[config.mk]
export PLATFORM = sky130hd
export DESIGN_NAME = int_entry_seq
export DESIGN_NICKNAME = d
export VERILOG_FILES = /design/src/rtl/ies_pkg.sv /design/src/rtl/ies_active_det.sv /design/src/rtl/ies_step_ctr.sv /design/src/rtl/ies_stack_drv.sv /design/src/rtl/int_entry_seq.sv
export SDC_FILE = /design/constraint.sdc
export NUM_CORES = 1
export LEC_CHECK = 0
export ABC_AREA = 1
export BUFFER_PORTS_ARGS = -buffer_cell sky130_fd_sc_hd__buf_4
export CELL_PAD_IN_SITES_DETAIL_PLACEMENT = 1
export CELL_PAD_IN_SITES_GLOBAL_PLACEMENT = 1
export CORE_UTILIZATION = 28
export DETAILED_ROUTE_END_ITERATION = 8
export PLACE_DENSITY = 0.78
export SKIP_LAST_GASP = 1
export SYNTH_ARGS = -nofsm -noshare
export SYNTH_HDL_FRONTEND = slang
export SYNTH_HIERARCHICAL = 1
export SYNTH_SLANG_ARGS = --single-unit
[constraint.sdc]
create_clock -name clk_i -period 2.04 [get_ports clk_i]
set_clock_uncertainty 0.15 [all_clocks]
set_input_delay 0.204 -clock clk_i [delete_from_list [all_inputs] [get_ports clk_i]]
set_output_delay 0.204 -clock clk_i [all_outputs]
set_load 0.03 [all_outputs]
[src/rtl/ies_pkg.sv]
package ies_pkg;
  localparam int unsigned BYTE_W = 8;

  typedef enum logic [1:0] {
    STK_NONE = 2'd0,
    STK_LO   = 2'd1,
    STK_HI   = 2'd2
  } stk_sel_e;

  // busy-step numbers of the entry sequence, first busy cycle is 1
  localparam int unsigned STEP_CLR = 1;
  localparam int unsigned STEP_LO  = 2;
  localparam int unsigned STEP_HI  = 3;
  localparam int unsigned STEP_JMP = 4;
endpackage

[src/rtl/ies_active_det.sv]
module ies_active_det #(
  parameter int unsigned N_SRC  = 4,
  parameter int unsigned PEND_W = 2
) (
  input  logic [N_SRC-1:0]        en_i,
  input  logic [N_SRC*PEND_W-1:0] pend_i,
  output logic                    any_o
);
  logic [N_SRC-1:0] act;

  for (genvar k = 0; k < N_SRC; k++) begin : g_src
    assign act[k] = en_i[k] & (|pend_i[k*PEND_W +: PEND_W]);
  end

  assign any_o = |act;
endmodule

[src/rtl/ies_step_ctr.sv]
module ies_step_ctr #(
  parameter int unsigned ENTRY_CYC = 7,
  localparam int unsigned CNT_W    = $clog2(ENTRY_CYC + 1)
) (
  input  logic             clk_i,
  input  logic             rst_ni,
  input  logic             take_i,
  output logic [CNT_W-1:0] step_o,
  output logic             busy_o
);
  localparam logic [CNT_W-1:0] LAST = CNT_W'(ENTRY_CYC);

  logic [CNT_W-1:0] cnt_q;

  always_ff @(posedge clk_i or negedge rst_ni) begin
    if (!rst_ni)              cnt_q <= '0;
    else if (take_i)          cnt_q <= CNT_W'(1);
    else if (cnt_q == LAST)   cnt_q <= '0;
    else if (cnt_q != '0)     cnt_q <= cnt_q + CNT_W'(1);
  end

  assign step_o = cnt_q;
  assign busy_o = (cnt_q != '0);

  a_r2_no_restart: assert property (@(posedge clk_i) disable iff (!rst_ni)
    busy_o |-> !take_i);
  a_r2_step_adv: assert property (@(posedge clk_i) disable iff (!rst_ni)
    (busy_o && cnt_q != LAST) |=> (cnt_q == $past(cnt_q) + CNT_W'(1)));
endmodule

[src/rtl/ies_stack_drv.sv]
module ies_stack_drv
  import ies_pkg::*;
#(
  parameter int unsigned ADDR_W = 15
) (
  input  logic              clk_i,
  input  logic              rst_ni,
  input  logic              cap_i,
  input  logic [ADDR_W-1:0] pc_i,
  input  stk_sel_e          sel_i,
  output logic              we_o,
  output logic [BYTE_W-1:0] data_o
);
  logic [ADDR_W-1:0] ret_q;

  always_ff @(posedge clk_i or negedge rst_ni) begin
    if (!rst_ni)    ret_q <= '0;
    else if (cap_i) ret_q <= pc_i;
  end

  always_comb begin
    we_o   = 1'b0;
    data_o = '0;
    unique case (sel_i)
      STK_LO: begin we_o = 1'b1; data_o = ret_q[BYTE_W-1:0]; end
      STK_HI: begin we_o = 1'b1; data_o = BYTE_W'(ret_q >> BYTE_W); end
      default: ;
    endcase
  end

  a_r5_addr_held: assert property (@(posedge clk_i) disable iff (!rst_ni)
    we_o |-> $stable(ret_q));
endmodule

[src/rtl/int_entry_seq.sv]
module int_entry_seq
  import ies_pkg::*;
#(
  parameter int unsigned N_SRC      = 4,
  parameter int unsigned PEND_W     = 2,
  parameter int unsigned ADDR_W     = 15,
  parameter int unsigned OP_W       = 8,
  parameter int unsigned ENTRY_CYC  = 7,
  parameter int unsigned BRANCH_TGT = 32'h0000_00FF,
  localparam int unsigned CNT_W     = $clog2(ENTRY_CYC + 1)
) (
  input  logic                    clk_i,
  input  logic                    rst_ni,
  input  logic [N_SRC-1:0]        src_en_i,
  input  logic [N_SRC*PEND_W-1:0] src_pend_i,
  input  logic                    gie_i,
  input  logic                    boundary_i,
  input  logic                    reti_i,
  input  logic                    trap_svc_i,
  input  logic [ADDR_W-1:0]       next_pc_i,
  input  logic [OP_W-1:0]         opcode_i,
  output logic [OP_W-1:0]         opcode_o,
  output logic                    busy_o,
  output logic                    gie_clr_o,
  output logic                    gie_set_o,
  output logic                    stk_we_o,
  output logic [BYTE_W-1:0]       stk_data_o,
  output logic                    pc_ld_o,
  output logic [ADDR_W-1:0]       pc_tgt_o
);
  logic             any_act;
  logic             take;
  logic [CNT_W-1:0] step;
  stk_sel_e         stk_sel;

  ies_active_det #(.N_SRC(N_SRC), .PEND_W(PEND_W)) i_act (
    .en_i  (src_en_i),
    .pend_i(src_pend_i),
    .any_o (any_act)
  );

  assign take = boundary_i & gie_i & any_act & ~trap_svc_i & ~busy_o;

  ies_step_ctr #(.ENTRY_CYC(ENTRY_CYC)) i_ctr (
    .clk_i (clk_i),
    .rst_ni(rst_ni),
    .take_i(take),
    .step_o(step),
    .busy_o(busy_o)
  );

  always_comb begin
    stk_sel = STK_NONE;
    if (step == CNT_W'(STEP_LO))      stk_sel = STK_LO;
    else if (step == CNT_W'(STEP_HI)) stk_sel = STK_HI;
  end

  ies_stack_drv #(.ADDR_W(ADDR_W)) i_stk (
    .clk_i (clk_i),
    .rst_ni(rst_ni),
    .cap_i (take),
    .pc_i  (next_pc_i),
    .sel_i (stk_sel),
    .we_o  (stk_we_o),
    .data_o(stk_data_o)
  );

  assign opcode_o  = take ? '0 : opcode_i;
  assign gie_clr_o = (step == CNT_W'(STEP_CLR));
  assign gie_set_o = reti_i;
  assign pc_ld_o   = (step == CNT_W'(STEP_JMP));
  assign pc_tgt_o  = pc_ld_o ? ADDR_W'(BRANCH_TGT) : '0;

  a_r2_take_starts: assert property (@(posedge clk_i) disable iff (!rst_ni)
    (boundary_i && gie_i && any_act && !trap_svc_i && !busy_o) |=> (busy_o && gie_clr_o));
  a_r4_clr_then_lo: assert property (@(posedge clk_i) disable iff (!rst_ni)
    gie_clr_o |=> (stk_we_o && !gie_clr_o));
  a_r5_two_bytes: assert property (@(posedge clk_i) disable iff (!rst_ni)
    $rose(stk_we_o) |=> stk_we_o);
  a_r6_jump_after_hi: assert property (@(posedge clk_i) disable iff (!rst_ni)
    (stk_we_o && $past(stk_we_o)) |=> (pc_ld_o && busy_o));
  a_r7_trap_blocks: assert property (@(posedge clk_i) disable iff (!rst_ni)
    (trap_svc_i && !busy_o) |=> !busy_o);
  a_r8_busy_passes: assert property (@(posedge clk_i) disable iff (!rst_ni)
    busy_o |-> (opcode_o == opcode_i));
endmodule

### Yosys cells after proc, flatten, opt, wreduce, memory -nomap -nowiden

Cells that the tools add are included.

* output and inout port bits: 36
* input port bits: 41
* memory bits (read-only): 0
* memory bits (writable): 0
* latch bits: 0
* memories kept: 0
* register bits: 18
* word-level logic and storage cells: 37

* shift-type cells: 0
* multiply operators: 0
* add/subtract/negate cells: 1
* magnitude comparators: 0
* divide/modulo/power cells: 0
* multiplexer cells: 9
* equal/unequal tests: 7
* bitwise logic cells: 10
* reductions and logical operators: 8

Operators with widths (number)
* 8-bit 2-to-1 mux: 2
* 8-bit case mux with 2 select lines: 1
* 2-bit OR reduction: 5
* 3-bit 2-to-1 mux: 3
* 1-bit bitwise AND: 8
* 3-bit by 2-bit == test with 1-bit output, second input constant: 2
* 3-bit == test, second input constant: 2
* 3-bit nonzero test: 2
* 2-bit 2-to-1 mux: 2
* 4-bit OR reduction: 1
* 3-bit by 1-bit adder with 3-bit output, second input constant: 1
* 3-bit by 1-bit == test with 1-bit output, second input constant: 1
* 2-bit by 1-bit == test with 1-bit output, second input constant: 1
* 2-bit == test, second input constant: 1
* 1-bit inverter: 2
* 1-bit 2-to-1 mux: 1

### Logic depth before layout (Yosys ltp)

* depth in word-level cells: 7
* gate-level depth with buffers: 11
* gate-level depth less buffers: 11

### Hierarchy

The synthesis kept the hierarchy.

Modules (own cells, without submodules)
* ies_stack_drv: times used 1, sequential area each 375.4 um^2, cells an instance 93, area each 724.4 um^2
* int_entry_seq: times used 1, sequential area each 0.0 um^2, cells an instance 45, area each 262.8 um^2
* ies_step_ctr: times used 1, sequential area each 75.1 um^2, cells an instance 25, area each 198.9 um^2
* ies_active_det: times used 1, sequential area each 0.0 um^2, cells an instance 15, area each 56.3 um^2

### Worst setup path before layout

No wires, ideal clock.

* path type: register -> output
* from: reg i_ctr.cnt_q[2], in the netlist i_ctr/step_o[2]
* to: out stk_data_o[0]
* data arrival time: 1.663 ns
* slack: 0.023 ns
* stages on the path, launching flop included: 6
* path buffers: 1
* required time: 1.686 ns
* cell sequence: dfrtp_1 nor3_1 inv_1 ha_1 buf_2 a21oi_1

* elaborated cells on any way between the ends: 7
* classes of those cells: eq/ne: 4; mux: 3

RTL lines
* start, declared: line ies_step_ctr.sv:13 `logic [CNT_W-1:0] cnt_q;`
* start signal, assigned: line ies_step_ctr.sv:19 `else if (cnt_q != '0) cnt_q <= cnt_q + CNT_W'(1);`
* 3-bit by 2-bit == test with 1-bit output (*): line int_entry_seq.sv:54 `if (step == CNT_W'(STEP_LO)) stk_sel = STK_LO;`
* 2-bit 2-to-1 mux (*): line int_entry_seq.sv:54
* named net stk_sel[0]: line int_entry_seq.sv:34 `stk_sel_e stk_sel;`
* 2-bit == test or 2-bit by 1-bit == test with 1-bit output (tied branches): line ies_stack_drv.sv:24 `unique case (sel_i)`
* 8-bit case mux with 2 select lines (*): line ies_stack_drv.sv:24
* end, declared: line int_entry_seq.sv:27 `output logic [BYTE_W-1:0] stk_data_o,`

The timed path passes the listed nets; every way through them passes the cells marked *.

### Worst setup path after layout

* from: reg i_ctr.cnt_q[2], in the netlist i_ctr/step_o[2]
* to: out stk_data_o[1]

The elaborated chain is that of the path after synthesis.

==> results.cfg <==
[setup_path]
worstPathBufferInverterCount = 2
rrSetupSlack_ps = 170
path_class = reg2out
crit_required_ps = 1690
crit_family = flip-flops
reg2regPathDepth = 10
crit_slowest_cell = dfrtp_2
worstReg2RegStart = i_ctr/step_o[0]
r2r-end = i_stk/ret_q[8]
endpoint_kind = output pin
start_kind = register
cp.arrival_ps = 1660
critPathMaxStageDelay_ps = 440
path_max_fanout = 8
path_cells = nor3_4, inv_2, ha_4, a21oi_1, buf_4

[yosys]
syn-cell-area_mm2 = 0.00124
yosysWarnings = 6
yosysMostFrequentCell = inv_1
async_reset_ff_share_pct = 100
synthXorXnorAreaFrac_pct = 0
ys_top_cells_by_count = inv_1 (40), nand2_1 (38), buf_4 (18), dfrtp_1 (18), a21oi_1 (16)
synth.largest_area_cell = dfrtp_1
synth_edf_count = 0
synth_top_area_share_pct = 36.3
ys_seq_area_share_pct = 36.3
synth_compound_area_share_pct = 12.9
yosys.cell_types.count = 17
syn_avg_cell_area_um2 = 6.98
yosys.area_share.simple_pct = 21.3
syn_inst = 178
synthTopCellsByArea = dfrtp_1 (36%), inv_1 (12%), nand2_1 (11%)
synthAdderAreaFrac_pct = 5.04
synth-seq-cells = 18
synthMuxAreaShare_pct = 0
synth-main-ff-cell = dfrtp_1
synth_top_family_by_area = buffers and inverters

[global_route]
grt_pass1_wl_mm = 5.31
use_met1_pct = 17.1
grt_max_degree = 31
globalRoute.totalOverflow = 0
antenna_found_initial = 0
grt_use_met3_pct = 3.13
grt_busiest_layer = met2
grt_util_met2_pct = 27.8
grt_usage_pct = 15.5
grt_pass1_vias = 1174

[power]
pwr_density_cell_mw_per_mm2 = 1290
p_leak_nw = 1.01
peakVddDrop_mv = 0.517
p_total_mw = 2.51

[drt]
first_iter_violations = 26
routed-via-count = 1229
ant_nets = 0
dr.pass1.iters = 4
post_drt_wl_per_cell_um = 11.8
drc = 0
routed_wl_mm = 3.43
via_per_inst = 4.24

[timing]
fmax_mhz = 496
drv_slew = 0
rsz0062_at_grt = yes
fin_tns_setup_ps = 0
hold_viol_final = 0
timing.final.crit_share_pct = 98.9
whs_ps = 14.1
period_needed_ps = 2020
setup_viol = 0

[clock_network]
cts_htree_levels = 1
cts-root-buf = clkbuf_8
path_clk_slew_ps = 60
cts_tree = yes
numCtsBuffers = 3
cts_buffer_depth = 2
clkSinkCount = 18
clock_latency_ps = 250

[layout]
drive_gt1_share_pct = 44.2
fillCellCount = 524
nets = 288
num_antenna_cells = 0
multi_input_area_um2 = 629
seqCellArea_um2 = 454
area_growth_syn_to_layout_pct = 56.9
fin_util_pct = 47.4

[floorplanning]
io_pins = 77
initial_utilization_pct = 30.2
row_count = 23
core_area_mm2 = 0.00412
die_h_um = 68.6
die_x_um = 68.6
dieArea_mm2 = 0.00471

[outcome]
outcome = complete, no violations

[place]
gp_congestion = 0.713
port_buffers = 67
hpwlAfterDp_mm = 2.49

[hold_path]
worstHoldEndpoint = i_stk/ret_q[11]
holdCritStartpoint = next_pc_i[11]
hold_depth = 3
hold_class = in2reg

[flow_run]
maxCapViolations = 0
-- area by class of cell --
type | count | area share (%)
sequential | 18 | 23.3
clock buffer | 3 | 2.12
inverter | 40 | 7.70
tap | 50 | 3.21
timing repair buffer | 74 | 31.4
multi-input combinational | 105 | 32.3
-- sequential cells by signal, summed over array words and instances (netlist names) --
| signal | flops |
|---|---|
| i_ctr/step_o | 3 |
| i_stk/ret_q | 15 |
-- tightest hold or removal path, stage by stage --
cell and delay, ps:
buf_4 70, nand2_1 40, o21ai_1 60
-- per-layer routing --
metal / up-vias / share of wire [%]
met3: 6 / 3.8
met4: 0 / 2.5
met2: 34 / 53
met5: - / 0
li1: 629 / -
met1: 560 / 41
-- cell families after synthesis --
logic type      after synthesis
other cells                   1
compound gates               32
flops                        18
simple gates                 61
buf+inv                      61
fa+ha+maj                     5
-- worst max path at each step --
stage,startpoint,to,slack (ps),cells past startpoint
after CTS,i_ctr/step_o[0],stk_data_o[2],10,5
after global routing,i_ctr/step_o[2],stk_data_o[1],-80,5
after floorplan,i_ctr/step_o[2],stk_data_o[0],20,5
after detailed placement,i_ctr/step_o[1],stk_data_o[2],70,6
final,i_ctr/step_o[2],stk_data_o[1],20,5
after global placement,i_ctr/step_o[1],stk_data_o[2],150,6
-- what timing repair did --
action / CTS / global route
hold buffers: 1 / 0
gates cloned: 0 / 0
setup endpoints to repair: 17 / 25
pin swaps: 1 / 5
buffers inserted: 2 / 1
hold endpoints to repair: 18 / 0
resized for setup: 7 / 35
-- stage by stage --
| stage | cells | worst slack [ps] | instance area [um^2] |
|---|---|---|---|
| floorplan | 184 | 22.9 | 1260 |
| global placement | 283 | 149 | 1720 |
| detailed placement | 283 | 69.8 | 1720 |
| CTS | 289 | 12.6 | 1800 |
| global route | 290 | -76.3 | 1950 |
| finish | 290 | 22.9 | 1950 |
-- where the power goes --
| part | total (mW) | leakage [nW] | switching (mW) | internal, mW |
|---|---|---|---|---|
| Clock | 0.238 | 0.0216 | 0.108 | 0.131 |
| Combinational | 1.59 | 0.783 | 0.957 | 0.634 |
| Sequential | 0.685 | 0.209 | 0.136 | 0.549 |
-- placed cells by master, fill, tap and decap left out --
master and count:
a21oi_1 4, a21oi_2 11, a21oi_4 1, and2_1 1, buf_12 1, buf_4 62
buf_6 9, buf_8 1, clkbuf_8 3, conb_1 7, dfrtp_1 15, dfrtp_2 3
dlygate4sd3_1 1, ha_1 2, ha_4 3, inv_1 36, inv_2 4, nand2_1 38
nand2_2 1, nand3_1 2, nor2_1 11, nor2_2 2, nor2_4 3, nor3_1 1
nor3_4 2, o21ai_0 1, o21ai_1 15
No activity file was read; power rests on OpenSTA's default activity.
